$ cat src/rtl/lt_pkg.sv
package lt_pkg;
  typedef enum logic [1:0] {
    SEL_INIT = 2'd0,
    SEL_DIV  = 2'd1,
    SEL_LVT  = 2'd2,
    SEL_CUR  = 2'd3
  } sel_e;

  localparam int VEC_LSB  = 0;
  localparam int MASK_BIT = 16;
  localparam int PER_BIT  = 17;

  // {b3,b1,b0} == 7 -> shift 0, otherwise shift v+1 (modulo 8)
  function automatic logic [2:0] shift_decode(input logic [3:0] code);
    logic [2:0] v;
    v = {code[3], code[1], code[0]};
    return (v == 3'd7) ? 3'd0 : v + 3'd1;
  endfunction
endpackage

$ cat src/rtl/lt_prescale.sv
module lt_prescale #(
  parameter int SH_W = 3
) (
  input  logic            clk,
  input  logic            rst,
  input  logic            clear,
  input  logic            run,
  input  logic [SH_W-1:0] shift,
  output logic            tick
);
  localparam int PS_W = (1 << SH_W) - 1;

  logic [PS_W-1:0] pc_q;
  logic [PS_W:0]   lim_w;

  always_comb begin
    lim_w = ({{PS_W{1'b0}}, 1'b1} << shift) - {{PS_W{1'b0}}, 1'b1};
    tick  = run && (pc_q == lim_w[PS_W-1:0]);
  end

  always_ff @(posedge clk) begin
    if (rst || clear) pc_q <= '0;
    else if (run)     pc_q <= tick ? '0 : pc_q + {{(PS_W-1){1'b0}}, 1'b1};
  end
endmodule

$ cat src/rtl/lt_count.sv
module lt_count #(
  parameter int CNT_W = 32
) (
  input  logic             clk,
  input  logic             rst,
  input  logic             load,
  input  logic [CNT_W-1:0] load_val,
  input  logic [CNT_W-1:0] ic,
  input  logic             periodic,
  input  logic             tick,
  output logic [CNT_W-1:0] cur,
  output logic             expire
);
  localparam logic [CNT_W-1:0] ONE = {{(CNT_W-1){1'b0}}, 1'b1};

  logic done_q;
  logic armed;

  always_comb begin
    armed  = (ic != '0);
    expire = tick && armed && !load && (cur == '0) && (periodic || !done_q);
  end

  always_ff @(posedge clk) begin
    if (rst) begin
      cur    <= '0;
      done_q <= 1'b0;
    end else if (load) begin
      cur    <= load_val;
      done_q <= 1'b0;
    end else if (tick && armed) begin
      if (cur != '0)    cur <= cur - ONE;
      else if (periodic) begin
        cur    <= ic;
        done_q <= 1'b0;
      end else          done_q <= 1'b1;
    end
  end

  AST_CUR_BOUNDED: assert property (@(posedge clk) disable iff (rst)
    cur <= ic);
  AST_ONESHOT_HELD_ZERO: assert property (@(posedge clk) disable iff (rst)
    done_q |-> (cur == '0));
endmodule

$ cat src/rtl/local_timer.sv
module local_timer #(
  parameter int CNT_W = 32,
  parameter int VEC_W = 8,
  parameter int DIV_W = 4,
  parameter int SH_W  = 3
) (
  input  logic             clk,
  input  logic             rst,
  input  logic             wr_en,
  input  logic [1:0]       addr,
  input  logic [CNT_W-1:0] wr_data,
  output logic [CNT_W-1:0] rd_data,
  output logic             irq_valid,
  output logic [VEC_W-1:0] irq_vector
);
  import lt_pkg::*;

  logic [CNT_W-1:0] ic_q;
  logic [DIV_W-1:0] div_q;
  logic [SH_W-1:0]  shift_q;
  logic [VEC_W-1:0] vec_q;
  logic             mask_q, per_q;
  logic             load, tick, expire;
  logic [CNT_W-1:0] cur, lvt_word;
  sel_e             sel;

  always_comb begin
    sel  = sel_e'(addr);
    load = wr_en && (sel == SEL_INIT);
    lvt_word = '0;
    lvt_word[VEC_LSB +: VEC_W] = vec_q;
    lvt_word[MASK_BIT] = mask_q;
    lvt_word[PER_BIT]  = per_q;
  end

  always_ff @(posedge clk) begin
    if (rst) begin
      ic_q    <= '0;
      div_q   <= '0;
      shift_q <= '0;
      vec_q   <= '0;
      mask_q  <= 1'b1;
      per_q   <= 1'b0;
    end else if (wr_en) begin
      case (sel)
        SEL_INIT: ic_q <= wr_data;
        SEL_DIV: begin
          div_q   <= wr_data[DIV_W-1:0];
          shift_q <= SH_W'(shift_decode(wr_data[3:0]));
        end
        SEL_LVT: begin
          vec_q  <= wr_data[VEC_LSB +: VEC_W];
          mask_q <= wr_data[MASK_BIT];
          per_q  <= wr_data[PER_BIT];
        end
        default: ;
      endcase
    end
  end

  lt_prescale #(.SH_W(SH_W)) u_ps (
    .clk(clk), .rst(rst), .clear(load), .run(ic_q != '0 || load),
    .shift(shift_q), .tick(tick)
  );

  lt_count #(.CNT_W(CNT_W)) u_cnt (
    .clk(clk), .rst(rst), .load(load), .load_val(wr_data), .ic(ic_q),
    .periodic(per_q), .tick(tick), .cur(cur), .expire(expire)
  );

  always_ff @(posedge clk) begin
    if (rst) begin
      rd_data    <= '0;
      irq_valid  <= 1'b0;
      irq_vector <= '0;
    end else begin
      case (sel)
        SEL_INIT: rd_data <= ic_q;
        SEL_DIV:  rd_data <= {{(CNT_W-DIV_W){1'b0}}, div_q};
        SEL_LVT:  rd_data <= lvt_word;
        default:  rd_data <= cur;
      endcase
      irq_valid <= expire && !mask_q;
      if (expire && !mask_q) irq_vector <= vec_q;
    end
  end

  AST_MASK_SILENT: assert property (@(posedge clk) disable iff (rst)
    mask_q |=> !irq_valid);
  AST_ZERO_IC_SILENT: assert property (@(posedge clk) disable iff (rst)
    (ic_q == '0) |=> !irq_valid);
  AST_LOAD_QUIET: assert property (@(posedge clk) disable iff (rst)
    load |=> !irq_valid);
endmodule

$ cat config.mk
export PLATFORM = sky130hd
export DESIGN_NAME = local_timer
export DESIGN_NICKNAME = d
export VERILOG_FILES = /design/src/rtl/lt_pkg.sv /design/src/rtl/lt_prescale.sv /design/src/rtl/lt_count.sv /design/src/rtl/local_timer.sv
export SDC_FILE = /design/constraint.sdc
export NUM_CORES = 1
export LEC_CHECK = 0
export BUFFER_PORTS_ARGS = -buffer_cell sky130_fd_sc_hd__buf_2
export CAP_MARGIN = 10
export CORE_MARGIN = 2
export CORE_UTILIZATION = 41
export DETAILED_ROUTE_END_ITERATION = 7
export GPL_ROUTABILITY_DRIVEN = 0
export SYNTH_ARGS = -nofsm -noshare
export SYNTH_HDL_FRONTEND = slang
export SYNTH_SLANG_ARGS = --single-unit
$ cat constraint.sdc
create_clock -name clk -period 3.5 [get_ports clk]
set_clock_uncertainty 0.2 [all_clocks]
set_input_delay 0.175 -clock clk [delete_from_list [all_inputs] [get_ports clk]]
set_output_delay 0.175 -clock clk [all_outputs]
set_load 0.02 [all_outputs]
==> out/metrics.yaml, run 1 <==
worstHoldPathType: "input pin to flip-flop"
ff2ff_path_depth: 9
die_area_mm2: 0.0160
synth-seq-area-share_pct: 42.3
die_y_um: 127
met3_length_mm: 1.11
grt_max_degree: 56
fin_crit_sh_pct: 90.7
fillerInstances: 1354
synth.top_cell.area_share_pct: 42.3
clkTransAtPathRegs_ns: 0.06
slew_headroom_pct: 42.7
final_antenna_net_count: 0
drc: 0
synthTopCellsByCount: "dfxtp_1 (130), nor2_1 (106), nand2_1 (103)"
tightest_slew_ns: 0.856
cp.arrival_ns: 3.26
cts_root_buf: "clkbuf_16"
hold_viol: 0
setup_ws_ns: 0.325
syn-cell-area_mm2: 0.00616
ys_types: 64
r2r-start: "u_cnt.cur[0]"
track_usage_pct: 22.9
fin_crit_ns: 3.18
synth-seq-cells: 130
dr.pass1.iters: 5
p_leak_nw: 3.16
wirelength_mm: 18.2
htree_levels: 4
wire_per_inst_um: 17.5
r2r_slack_ns: 0.32
grt_pass1_wl_mm: 29.4
netlist_instances: 754
ys.flop_type: "dfxtp_1"
finalSetupViolations: 0
diodes: 0
synth-edff-count: 0
core_mm2: 0.0146
crit_type: "flip-flop to flip-flop"
cts-buffers-inserted: 17
max_cap_violations: 0
slew_violations: 0
synth_top_area_cell: "dfxtp_1"
die_w_um: 127
fmax_mhz: 315
dp_hpwl_mm: 12.2
cp-startpoint: "u_cnt.cur[0]"
area_growth_pct: 23.7
total_power_mw: 4.98
cp-endpoint: "u_cnt.cur[18]"
rsz0062_at_grt: "false"
layout-drive-gt1-share_pct: 17.9
nNetsFinal: 889
status: "finished clean"
antenna_found_initial: 0
dp_slack_ns: 0.369
cts_sinks: 130
core.rowCount: 44
start_kind: "flip-flop"
crit_fanout: 8
vias_per_cell: 5.78
async_reset_ff_share_pct: 0
grt_pass1_vias: 5757
end_kind: "flip-flop"
worstSkewPairLatency_ns: 0.42
cts_tree: "yes"
ioPinCount: 78
worstPathRequired_ns: 3.59
clockBufferDepth: 2
final.setup.tns_ns: 0
syn-num-nets: 796
grt-ovfl-total: 0
synth_area_leaders: "dfxtp_1 (42%), nor2_1 (6.5%), nand2_1 (6.3%)"
p_per_area_mw_per_mm2: 653
drt_iter0_markers: 514
portBuffers: 77
utilization_pct: 52.2
vias: 6039
r2r-end: "u_cnt.cur[18]"
start_util_pct: 42.2
drt-met1-wl_mm: 8.09
yosysWarnings: 0
dr_wl_met2_mm: 8.61
yosysMostFrequentCell: "dfxtp_1"
ir_drop_mv: 0.391
top_layer_used: "met4"
synth.avg_cell_area_um2: 8.17
-- timing repair --
item,4_1_cts,5_1_grt
gates resized for setup,0,0
endpoints found under the hold margin,78,0
buffers inserted,0,0
hold buffers,32,0
-- stage by stage --
step | instances | area [um^2] | hold slack, ns
6_report | 1044 | 7620 | 0.0188
5_1_grt | 1044 | 7620 | 0.0432
4_1_cts | 1044 | 7620 | 0.0286
3_5_place_dp | 980 | 6720 | 0.234
3_3_place_gp | 980 | 6720 | 0.225
2_1_floorplan | 754 | 6160 | 0.111
-- critical path: stages, from the launching register on --
cell and delay (ns):
dfxtp_1 0.37, inv_1 0.12, ha_1 0.21, nor4b_1 0.55, nand4_1 0.45, nor3_1 0.51
a21o_1 0.19, nand3_1 0.10, a22oi_1 0.22, a211oi_1 0.11
-- cell type report --
type	count	area, um^2	share of cell area, %
Clock buffer	23	478	6.27
Clock inverter	9	105	1.38
Inverter	10	37.5	0.493
Multi-Input combinational cell	559	3310	43.4
Sequential cell	130	2600	34.2
Tap cell	184	230	3.02
Timing Repair Buffer	129	858	11.3
-- layer usage --
| metal | up-vias | GRT usage [%] |
|---|---|---|
| met4 | 0 | 9.24 |
| li1 | 2918 | - |
| met1 | 2878 | 29.6 |
| met2 | 215 | 36.6 |
| met3 | 28 | 5.69 |
| met5 | - | 0 |
-- worst min path at each step --
stage / from / to / cells after the start / slack (ns)
after CTS: rst / div_q[1] / 2 / 0.03
after floorplan: wr_data[0] / ic_q[0] / 2 / 0.11
final: rst / rd_data[31] / 2 / 0.02
after global placement: wr_data[6] / vec_q[6] / 3 / 0.23
after detailed placement: wr_data[18] / ic_q[18] / 3 / 0.23
after global routing: rst / shift_q[0] / 2 / 0.04
-- registers in the layout, indices dropped and copies added (netlist names) --
signal        count
u_ps.pc_q         7
u_cnt.cur        32
div_q             4
u_cnt.done_q      1
rd_data          32
ic_q             32
irq_valid         1
per_q             1
irq_vector        8
shift_q           3
vec_q             8
mask_q            1
-- power by group --
group | leakage [nW] | switching [mW] | total (mW) | internal, mW
combinational | 1.83 | 0.861 | 1.42 | 0.563
sequential | 1.06 | 0.179 | 1.79 | 1.62
clock | 0.275 | 0.661 | 1.76 | 1.10
total | 3.16 | 1.70 | 4.98 | 3.28
-- cell families after synthesis --
group | share of synthesized area (%)
XOR/XNOR | 1.14
adder cells (fa/ha/maj) | 1.02
buffers and inverters | 4.23
AO/OA/AOI/OAI | 20.5
AND/OR/NAND/NOR | 24.5
multiplexers | 6.30
flip-flops | 42.3
-- cell usage in the layout (no fill, tap or decap), types with 10 or more instances in the layout --
| master | instances |
|---|---|
| o21ai_0 | 27 |
| buf_2 | 76 |
| o211ai_1 | 10 |
| dlygate4sd3_1 | 32 |
| clkbuf_16 | 17 |
| nand3_1 | 16 |
| mux2i_1 | 23 |
| dfxtp_1 | 130 |
| a21oi_1 | 53 |
| nor4_1 | 17 |
| nor2_1 | 105 |
| nor3_1 | 22 |
| a22oi_1 | 31 |
| nand2_1 | 102 |
| a211oi_1 | 12 |
| buf_4 | 21 |
| inv_1 | 10 |
Power figures use the tool's default switching activity.
==> run 2: changes to the inputs <==
- SETUP_SLACK_MARGIN: not set -> 0.4
==> run 2 against run 1 <==
- power rose by 0.96%
- largest power group unchanged
- cell count rose by 0.48%
- core utilization rose by 0.39 points
- register-to-register slack improved by 0.19 ns
==> out/metrics.yaml, run 2 (synthesis gave the netlist of run 1 again) <==
status: "finished clean"
final_cells: 1049  # +0.48%
p_comb_share_pct: 29.3  # +0.7 points
worstHoldPathType: "input pin to flip-flop"
dr.pass1.iters: 5  # unchanged
track_usage_pct: 22.9  # about the same
holdPathStages: 2  # unchanged
switching_share_pct: 34.1  # -0.057 points
drt_iter0_markers: 491  # -4.5%
ff2ff_path_depth: 9  # unchanged
die_area_mm2: 0.0160  # unchanged
fillerInstances: 1353  # -0.074%
layout_common_cells: "dfxtp_1 (130), nor2_1 (105), nand2_1 (102)"
cp-startpoint: "u_cnt.cur[0]"
cp-endpoint: "u_cnt.cur[18]"
layout_commonest_cell: "dfxtp_1"
crit_chain: "inv_1, ha_1, nor4b_2, nand4_1, nor3_1, a21o_1, nand3_1, a22oi_1, a211oi_1"
worstPathRequired_ns: 3.59  # about the same
cpPeakStageDelay_ns: 0.54  # about the same
portBuffers: 77  # unchanged
fin_crit_ns: 2.98  # -0.191 ns
fin_crit_sh_pct: 85.3  # -5.5 points
place_inst: 980  # unchanged
final.setup.tns_ns: 0  # unchanged
final_antenna_net_count: 0  # unchanged
p_leak_nw: 3.19  # +0.88%
slew_violations: 0  # unchanged
r2r_slack_ns: 0.52  # +0.19 ns
cts_sinks: 130  # unchanged
dp_hpwl_mm: 12.2  # unchanged
slew_headroom_pct: 43.0  # +0.31 points
wirelength_mm: 18.3  # +0.39%
fmax_mhz: 335  # +6.4%
grt_pass1_wl_mm: 29.4  # about the same
grt_pass1_vias: 5766  # +0.16%
wire_per_inst_um: 17.4  # about the same
diodes: 0  # unchanged
grt-ovfl-total: 0  # unchanged
p_seq_share_pct: 35.7  # -0.3 points
vias: 6062  # +0.38%
htree_levels: 4  # unchanged
crit_type: "flip-flop to flip-flop"
internal_power_mw: 3.31  # +1.0%
end_kind: "flip-flop"
nNetsFinal: 894  # +0.56%
max_cap_violations: 0  # unchanged
clockBufferDepth: 2  # unchanged
antenna_found_initial: 0  # unchanged
start_util_pct: 42.2  # unchanged
reg_top3: "ic_q (32), rd_data (32), u_cnt.cur (32)"
power_frac_clock_pct: 35.0  # -0.4 points
clkTransAtPathRegs_ns: 0.06  # about the same
layout-drive-gt1-share_pct: 18.7  # +0.82 points
die_y_um: 127  # unchanged
rsz0062_at_grt: "false"
cp.arrival_ns: 3.07  # -0.19 ns
power_switching_mw: 1.71  # +0.79%
tightest_slew_ns: 0.852  # -0.00468 ns
core_mm2: 0.0146  # unchanged
hold_slack_ns: 0.0214  # +0.00264 ns
crit_fanout: 8  # unchanged
drc: 0  # unchanged
vias_per_cell: 5.78  # about the same
r2r-end: "u_cnt.cur[18]"
total_power_mw: 5.03  # +0.96%
start_kind: "flip-flop"
finalSetupViolations: 0  # unchanged
grt_max_degree: 56  # unchanged
cts_root_buf: "clkbuf_16"
ioPinCount: 78  # unchanged
slowest_stage: "nor3_1"
cts_tree: "yes"
hold_viol: 0  # unchanged
core.rowCount: 44  # unchanged
ir_drop_mv: 0.397  # +1.7%
worstSkewPairLatency_ns: 0.42  # about the same
die_w_um: 127  # unchanged
area_growth_pct: 24.7
r2r-start: "u_cnt.cur[0]"
cts-buffers-inserted: 17  # unchanged
p_per_area_mw_per_mm2: 655  # +0.20%
-- run 2: final cells by class --
type / count / area, um^2 / share of cell area [%]
clock buffers: 23 / 478 / 6.23
well taps: 184 / 230 / 3.00
multi-input cells: 559 / 3330 / 43.3
clock inverters: 9 / 105 / 1.37
flip-flops and latches: 130 / 2600 / 33.9
repair buffers: 134 / 896 / 11.7
inverters: 10 / 37.5 / 0.489
-- run 2: worst min path at each step --
stage           startpoint     endpoint  slack, ns
4_1_cts                rst     div_q[1]       0.03
3_5_place_dp   wr_data[18]     ic_q[18]       0.23
3_3_place_gp    wr_data[6]     vec_q[6]       0.23
2_1_floorplan   wr_data[0]      ic_q[0]       0.11
6_report               rst  rd_data[31]       0.02
5_1_grt                rst   shift_q[0]       0.04
-- run 2: stage by stage --
| stage | util (%) | instance area [um^2] | setup WS [ns] |
|---|---|---|---|
| global route | 52.6 | 7680 | 0.401 |
| global placement | 46.0 | 6720 | 0.516 |
| CTS | 52.3 | 7630 | 0.477 |
| floorplan | - | 6160 | 0.708 |
| finish | 52.6 | 7680 | 0.516 |
| detailed placement | 46.0 | 6720 | 0.369 |
-- run 2: timing repair --
item / in CTS / in global routing
setup endpoints to repair: 3 / 18
setup buffers: 0 / 5
pin swaps: 0 / 3
gates resized for setup: 2 / 2
hold endpoints to repair: 78 / 0
hold buffers: 32 / 0
-- run 2: power groups by stage --
stage / Sequential (mW) / Clock [mW] / Combinational (mW)
after detailed placement: 1.82 / 0 / 1.37
after global routing: 1.82 / 1.86 / 1.62
final: 1.80 / 1.76 / 1.47
after CTS: 1.79 / 1.77 / 1.41
after floorplan: 1.77 / 0 / 0.999
after global placement: 1.82 / 0 / 1.35
-- run 2: critical path, delay by kind of cell (launching register included) --
| kind | cells | cell delay (ns) |
|---|---|---|
| AOI/OAI and AO/OA | 3 | 0.53 |
| adders and majority gates | 1 | 0.22 |
| and+or+nand+nor | 4 | 1.42 |
| buffers and inverters | 1 | 0.12 |
| DFF | 1 | 0.37 |
-- run 2: routing by layer --
| layer | vias up | part of all wire [%] | GRT usage [%] |
|---|---|---|---|
| met4 | 0 | 2.2 | 9.50 |
| met5 | - | 0 | 0 |
| met2 | 230 | 47 | 36.6 |
| met1 | 2881 | 44 | 29.5 |
| li1 | 2926 | - | - |
| met3 | 25 | 6.2 | 5.78 |
==> run 3: changes to the inputs <==
- SLEW_MARGIN: not set -> 30
- clock period: 3.5 -> 3.45 ns (I/O delays scaled with it)
==> run 3 against run 2 <==
- cell count is essentially flat
- power grew 1.8%
- via count is essentially flat
- sequential share of layout area is essentially flat
- sequential power is essentially flat
- combinational power is essentially flat
- fmax grew 1.9%
- cell area shrank 0.11%
- worst hold slack gained 0.012 ns
- wire length is essentially flat
- critical endpoint is now u_cnt.cur[16]
- highest routed layer unchanged
==> out/metrics.yaml, run 3 (synthesis gave the netlist of run 1 again) <==
met3_length_mm: 1.16  # +1.6%
fin_crit_ns: 2.93  # -0.0569 ns
rsz0062_at_grt: "true"
track_usage_pct: 23.2  # +0.30 points
layout-drive-gt1-share_pct: 18.8  # +0.022 points
slew_violations: 0  # unchanged
dp_hpwl_mm: 12.2  # +0.66%
grt_max_degree: 66  # +18%
cp-endpoint: "u_cnt.cur[16]"
power_switching_mw: 1.79  # +4.7%
final_antenna_net_count: 0  # unchanged
clockBufferDepth: 2  # unchanged
vias: 6056  # -0.099%
worstSkewPairLatency_ns: 0.44  # +0.02 ns
die_w_um: 127  # unchanged
hold_viol: 0  # unchanged
diodes: 0  # unchanged
end_kind: "flip-flop"
fillerInstances: 1382  # +2.1%
antenna_found_initial: 0  # unchanged
tightest_slew_ns: 0.847  # -0.00491 ns
cts_tree: "yes"
dpl_cell_area_mm2: 0.00675  # +0.45%
drt-met1-wl_mm: 7.92  # -2.1%
portBuffers: 77  # unchanged
post_cts_buffers: 0  # unchanged
drt_iter0_markers: 462  # -5.9%
ir_drop_mv: 0.500  # +26%
internal_power_mw: 3.32  # +0.25%
start_kind: "flip-flop"
power_frac_clock_pct: 35.1  # about the same
cp.arrival_ns: 2.99  # -0.08 ns
r2r-start: "u_cnt.cur[24]"
area_growth_pct: 24.5
final-seq-area_mm2: 0.00260  # unchanged
layout_common_cells: "dfxtp_1 (130), nor2_1 (105), nand2_1 (102)"
core.rowCount: 44  # unchanged
core_mm2: 0.0146  # unchanged
dr.pass1.iters: 5  # unchanged
grt_pass1_wl_mm: 29.7  # +1.2%
final.setup.tns_ns: 0  # unchanged
cts_sinks: 130  # unchanged
p_leak_nw: 3.19  # about the same
slew_headroom_pct: 43.4  # +0.33 points
p_comb_share_pct: 29.3  # about the same
p_per_area_mw_per_mm2: 667  # +1.9%
finalSetupViolations: 0  # unchanged
cts-buffers-inserted: 17  # unchanged
r2r_slack_ns: 0.52  # about the same
status: "finished clean"
vias_per_cell: 5.78  # about the same
start_util_pct: 42.2  # unchanged
cp-startpoint: "u_cnt.cur[24]"
die_y_um: 127  # unchanged
clkTransAtPathRegs_ns: 0.06  # about the same
switching_share_pct: 35.1  # +0.98 points
crit_type: "flip-flop to flip-flop"
stdcell_area_mm2: 0.00767  # -0.11%
multi_input_area_mm2: 0.00332  # about the same
wirelength_mm: 18.3  # about the same
worstPathRequired_ns: 3.52  # -0.07 ns
htree_levels: 4  # unchanged
die_area_mm2: 0.0160  # unchanged
layout_commonest_cell: "dfxtp_1"
r2r-end: "u_cnt.cur[16]"
dr_wl_met2_mm: 8.88  # +2.4%
cts_root_buf: "clkbuf_16"
fmax_mhz: 342  # +1.9%
ioPinCount: 78  # unchanged
reg_top3: "ic_q (32), rd_data (32), u_cnt.cur (32)"
nNetsFinal: 893  # -0.11%
drc: 0  # unchanged
fin_crit_sh_pct: 84.8  # -0.41 points
worstHoldPathType: "input pin to flip-flop"
max_cap_violations: 0  # unchanged
wire_per_inst_um: 17.5  # +0.11%
grt-ovfl-total: 0  # unchanged
ff2ff_path_depth: 7  # -2
grt_pass1_vias: 5749  # -0.29%
crit_fanout: 11  # +3
top_layer_used: "met4"
p_seq_share_pct: 35.6  # about the same
==> run 3: cell types whose count changed in the layout (fill, tap and decap cells not counted), moves of 2 or more <==
cell,previous run,this run
clkbuf_1,3,1
clkbuf_8,3,0
clkinvlp_4,4,2
inv_6,0,3
clkinv_4,0,5
==> run 3: worst max-delay path, stage by stage, from the launching register on <==
cell      delay [ns]
dfxtp_1         0.35
or4_4           0.59
or4_4           0.57
or4_4           0.62
nor2_1          0.13
a21oi_1         0.04
o21ai_0         0.15
a221oi_1        0.11
==> run 3: area by class of cell <==
type | instances | area share, %
clock buffer | 18 | 5.60
clock inverter | 14 | 2.02
inverter | 10 | 0.490
multi-input combinational | 559 | 43.4
sequential | 130 | 33.9
tap | 184 | 3.00
timing repair buffer | 133 | 11.6
==> run 3: worst min-delay path by stage <==
| stage | endpoint | slack [ns] | depth (start not counted) | start |
|---|---|---|---|---|
| after detailed placement | vec_q[6] | 0.23 | 3 | wr_data[6] |
| after global placement | vec_q[6] | 0.22 | 3 | wr_data[6] |
| after global routing | div_q[1] | 0.06 | 2 | rst |
| after floorplan | ic_q[0] | 0.11 | 2 | wr_data[0] |
| final | u_ps.pc_q[2] | 0.03 | 4 | wr_en |
| after CTS | u_ps.pc_q[2] | 0.04 | 4 | wr_en |
==> run 3: repair_timing <==
| action | CTS | global route |
|---|---|---|
| endpoints found under the setup margin | 1 | 30 |
| hold buffers | 32 | 0 |
| hold endpoints to repair | 79 | 0 |
| pin swaps | 0 | 2 |
| gates resized for setup | 1 | 2 |
==> run 3: stage by stage <==
step	utilization, %	cells	total power [mW]	setup WS, ns	hold WS [ns]
3_3_place_gp	46.2	984	3.25	0.517	0.222
5_1_grt	52.6	1048	5.39	0.392	0.0632
6_report	52.6	1048	5.11	0.523	0.0338
4_1_cts	52.5	1048	5.12	0.489	0.0350
3_5_place_dp	46.2	984	3.28	0.444	0.232
2_1_floorplan	-	754	2.81	0.658	0.108
==> run 3: routing by layer <==
layer  vias up  global-route usage, %
met4         0                   9.57
met1      2887                   29.8
met5         -                      0
li1       2930                      -
met3        27                   4.64
met2       212                   38.1
==> run 3: power groups by stage <==
stage	logic, mW	registers [mW]	clock network (mW)
floorplan	1.01	1.80	0
global placement	1.41	1.84	0
detailed placement	1.44	1.85	0
CTS	1.48	1.81	1.82
global route	1.65	1.84	1.90
finish	1.50	1.82	1.80
